$ cat src/rtl/dvma_xlate.sv
module dvma_xlate #(
  parameter int LW = 16
) (
  input  logic          clk,
  input  logic          rst_n,
  input  logic          start,
  input  logic [31:0]   tbl_base,
  input  logic [31:0]   win_base,
  input  logic [31:0]   dva,
  input  logic [LW-1:0] xfer_len,
  input  logic          is_write,
  output logic          mem_req,
  output logic [31:0]   mem_addr,
  input  logic          mem_ack,
  input  logic [31:0]   mem_rdata,
  output logic          chunk_valid,
  output logic [31:0]   chunk_pa,
  output logic [LW-1:0] chunk_len,
  output logic          done,
  output logic          abort,
  output logic          busy
);
  localparam int          PG      = 12;
  localparam logic [31:0] FRAME_M = 32'h07FF_FF00;

  typedef enum logic [1:0] {S_IDLE, S_FETCH, S_CHECK, S_EMIT} st_t;

  st_t           st;
  logic [31:0]   va, base_q, win_q, ent;
  logic [LW-1:0] rem, room;
  logic          wr, done_q, abort_q;

  assign room      = LW'(1 << PG) - LW'(va[PG-1:0]);
  assign chunk_len = (rem < room) ? rem : room;
  assign chunk_pa  = ((ent & FRAME_M) << 4) + {{(32-PG){1'b0}}, va[PG-1:0]};
  assign mem_addr  = (base_q << 4) + (((va & ~win_q) >> 10) & ~32'd3);

  assign mem_req     = (st == S_FETCH);
  assign chunk_valid = (st == S_EMIT);
  assign busy        = (st != S_IDLE);
  assign done        = done_q;
  assign abort       = abort_q;

  wire ent_ok = ent[1] && (!wr || ent[2]);

  always_ff @(posedge clk) begin
    if (!rst_n) begin
      st      <= S_IDLE;
      va      <= '0;
      rem     <= '0;
      wr      <= 1'b0;
      base_q  <= '0;
      win_q   <= '0;
      ent     <= '0;
      done_q  <= 1'b0;
      abort_q <= 1'b0;
    end else begin
      done_q  <= 1'b0;
      abort_q <= 1'b0;
      case (st)
        S_IDLE:
          if (start) begin
            if (xfer_len == '0) begin
              done_q <= 1'b1;
            end else begin
              va     <= dva;
              rem    <= xfer_len;
              wr     <= is_write;
              base_q <= tbl_base;
              win_q  <= win_base;
              st     <= S_FETCH;
            end
          end
        S_FETCH:
          if (mem_ack) begin
            ent <= {mem_rdata[7:0], mem_rdata[15:8], mem_rdata[23:16], mem_rdata[31:24]};
            st  <= S_CHECK;
          end
        S_CHECK:
          if (ent_ok) st <= S_EMIT;
          else begin
            abort_q <= 1'b1;
            st      <= S_IDLE;
          end
        default: begin
          va  <= va + 32'(chunk_len);
          rem <= rem - chunk_len;
          if (rem == chunk_len) begin
            done_q <= 1'b1;
            st     <= S_IDLE;
          end else begin
            st <= S_FETCH;
          end
        end
      endcase
    end
  end

  p_idle_reset_r1: assert property (@(posedge clk)
    $rose(rst_n) |-> !busy && !done && !abort);

  p_req_hold_r6: assert property (@(posedge clk) disable iff (!rst_n)
    mem_req && !mem_ack |=> mem_req && $stable(mem_addr));

  p_chunk_in_page_r5: assert property (@(posedge clk) disable iff (!rst_n)
    chunk_valid |-> (chunk_len != '0) &&
      ({1'b0, chunk_pa[PG-1:0]} + (PG+1)'(chunk_len) <= (PG+1)'(1 << PG)));

  p_zero_len_r9: assert property (@(posedge clk) disable iff (!rst_n)
    start && !busy && xfer_len == '0 |=> done && !mem_req);

  p_abort_stops_r7: assert property (@(posedge clk) disable iff (!rst_n)
    abort |-> !mem_req && !chunk_valid && !done);

  p_chunk_pulse_r10: assert property (@(posedge clk) disable iff (!rst_n)
    chunk_valid |=> !chunk_valid);
endmodule

$ cat config.mk
export PLATFORM = sky130hd
export DESIGN_NAME = dvma_xlate
export DESIGN_NICKNAME = d
export VERILOG_FILES = /design/src/rtl/dvma_xlate.sv
export SDC_FILE = /design/constraint.sdc
export NUM_CORES = 1
export LEC_CHECK = 0
export ABC_AREA = 1
export BUFFER_PORTS_ARGS = -buffer_cell sky130_fd_sc_hd__buf_2
export CAP_MARGIN = 20
export CORE_ASPECT_RATIO = 1.4
export CORE_UTILIZATION = 25
export DETAILED_ROUTE_END_ITERATION = 6
export RECOVER_POWER = 25
export SLEW_MARGIN = 20
export SYNTH_ARGS = -nofsm -noshare
export SYNTH_HDL_FRONTEND = slang
export SYNTH_SLANG_ARGS = --single-unit
$ cat constraint.sdc
create_clock -name clk -period 6.05 [get_ports clk]
set_input_delay 0.3025 -clock clk [delete_from_list [all_inputs] [get_ports clk]]
set_output_delay 0.3025 -clock clk [all_outputs]
set_load 0.005 [all_outputs]
==> flow_summary.ini <==
[status]
status = finished with violations
violations = capacitance limit, slew limit

[job]
cap_viol_max_count = 1

[worst_setup_path]
critPathKind = in -> reg
reg2reg_depth = 28
critPathRequiredTime_ps = 6400
r2r_start = va[1]$_SDFFE_PN0P_
crit_path_start_kind = input pin
arrival_ps = 5240
worst-path-max-fanout = 98
rr_endpoint = va[28]$_SDFFE_PN0P_
cp-end-kind = register
rrSetupSlack_ps = 1230

[clock_tree]
cts_hold_buffers = 0
clockRootBuffer = clkbuf_16
clock_latency_ps = 430
cts-htree-levels = 4
tritoncts = done
clock_path_buffers = 2
cts.sinks = 122
post_cts_buffers = 0
path_clk_slew_ps = 60
cts.repair.resized = 0
numCtsBuffers = 17

[global_route]
grt_usage_pct = 17.3
grt_pass1_vias = 10100
grt_max_degree = 99
grt_pass1_wl_um = 53500
antenna_found_initial = 0
overflow = 0

[sta]
period_share_pct = 80.9
slew_viol_final = 99
fin_hold_ws_ps = 133
finalSetupViolCount = 0
rsz0062_at_grt = false
hold_viol_final = 0
worst_slew_pin_slew_ps = 3970
skew_ps = 12.4
tns_ps = 0
slew_headroom_pct = -164
layout_min_cycle_time_ps = 4900
max_freq_mhz = 204

[synthesis]
synth.most_common_cell = nand2_1
synth_edf_count = 0
synth_flop_cell = dfxtp_1
syn-instance-count = 1588
synth_seq_area_share_pct = 24.9
synth_common_cells = nand2_1, inv_1, nor2_1
synth_top_area_share_pct = 24.9
synth_area_per_cell_um2 = 6.17
synth_warnings = 0
synth.area.top_cells = dfxtp_1, nand2_1, a21oi_1, ha_1, inv_1
ys_types = 50
synthesis.area_um2 = 9790
async_reset_ff_share_pct = 0
yosysTopAreaCell = dfxtp_1
synth-seq-cells = 122

[routing]
via_per_inst = 4.58
drt-total-wl_um = 34500
drcViolationCount = 0
ant_nets = 0
dr.pass1.iters = 5
drtIter0Drc = 590
wl_per_cell_um = 15.2
vias = 10400

[cells_and_area]
final_layout_size_suffix_gt1_share_pct = 13.6
nFillCells = 4366
final_cell_area_um2 = 11600
areaGrowthSynthToFinish_pct = 18.3
diodes = 0
nets = 1951

[power_and_ir_drop]
p_sw_share_pct = 53.1
p_int_mw = 3.30
vdd_drop_max_v = 0.000242
clkPwrFrac_pct = 15.0
p_seq_share_pct = 19.1
netSwitchingPower_mw = 3.74
power_density_nw_per_um2 = 608
pwr-share-comb_pct = 65.9
p_leak_nw = 5.68

[die]
core_area_um2 = 38500
fp-row-count = 85
ios = 234
start_util_pct = 25.4
die-area_um2 = 40000
die_w_um = 169
die_h_um = 236

[place]
hpwl_um = 26800
gp_congestion = 0.924
numPortBuffers = 200
place_area_um2 = 11000

[hold_path]
min_path_cells = 3
hp-class = in -> reg
holdPathEnd = ent[26]$_SDFFE_PN0P_
hp-start = mem_rdata[2]
[final cells by class]
type,instances,area [um^2],area share [%]
Tap cell,522,653,5.64
Clock buffer,19,453,3.91
Inverter,202,761,6.57
Timing Repair Buffer,207,1030,8.88
Multi-Input combinational cell,1185,6110,52.7
Sequential cell,122,2440,21.1
Clock inverter,12,140,1.21
[worst max-delay path by stage]
stage / slack [ps] / to / cells past startpoint / from
floorplan: 1880 / va[14]$_SDFFE_PN0P_ / 26 / va[1]$_SDFFE_PN0P_
global placement: 1230 / va[20]$_SDFFE_PN0P_ / 27 / va[1]$_SDFFE_PN0P_
detailed placement: 1190 / va[20]$_SDFFE_PN0P_ / 27 / va[1]$_SDFFE_PN0P_
CTS: 1150 / va[20]$_SDFFE_PN0P_ / 27 / va[1]$_SDFFE_PN0P_
global route: 720 / va[30]$_SDFFE_PN0P_ / 28 / va[1]$_SDFFE_PN0P_
finish: 1150 / va[24]$_SDFFE_PN0P_ / 5 / rst_n
[kinds of logic after synthesis]
kind of cell,Yosys count,synth area share [%]
buf+inv,289,13.1
simple gates,737,31.5
other cells,1,0.0383
flops,122,24.9
compound gates,325,17.4
xor+xnor,47,4.20
fa+ha+maj,67,8.79
[registers in the layout, indices dropped and copies added (netlist names)]
| register | flops |
|---|---|
| va | 32 |
| ent | 21 |
| done | 1 |
| st | 2 |
| wr | 1 |
| abort | 1 |
| base_q | 28 |
| rem | 16 |
| win_q | 20 |
[power by group through the flow]
stage                     registers [mW]  logic [mW]  clock network, mW
after floorplan                     1.27        3.44                  0
after global routing                1.38        5.26               1.12
final                               1.35        4.64               1.06
after CTS                           1.34        4.66               1.09
after detailed placement            1.36        4.63                  0
after global placement              1.35        4.61                  0
[through the flow]
step	power [mW]	utilization (%)	std cells	setup slack, ps
global route	7.77	30.1	2269	717
CTS	7.09	30.1	2268	1150
finish	7.05	30.1	2269	1150
floorplan	4.72	-	1596	1880
global placement	5.96	28.6	2237	1230
detailed placement	5.99	28.6	2237	1190
[layer usage]
layer,wire length [um],global-route usage [%],vias to the layer above
met1,14300,19.5,4713
met2,17700,31.7,263
met4,942,6.61,0
met5,0,0,-
li1,-,-,5384
met3,1580,3.19,43
[worst max-delay path, cell delays in order]
cell      delay, ps
buf_2            70
clkbuf_1       2770
inv_1          1420
buf_8           490
a21oi_1         130
[cells in the final DEF, fill, tap and decap left out, types with 4 or more instances in the layout]
cell type  instances
nand2_1          385
inv_1            198
nor2_1           186
buf_2            177
a21oi_1          162
o21ai_0          128
dfxtp_1          122
nand3_1           97
ha_1              64
xor2_1            37
clkbuf_1          23
nand4_1           19
clkbuf_16         17
nor3_1            13
nand3b_1          10
xnor2_1           10
o21bai_1          10
conb_1             9
o21ai_1            5
a31oi_1            5
buf_4              5
nor2_2             4
and2_1             4
a21o_1             4
or2_2              4
Note: power is estimated with default switching activity, not from simulation.
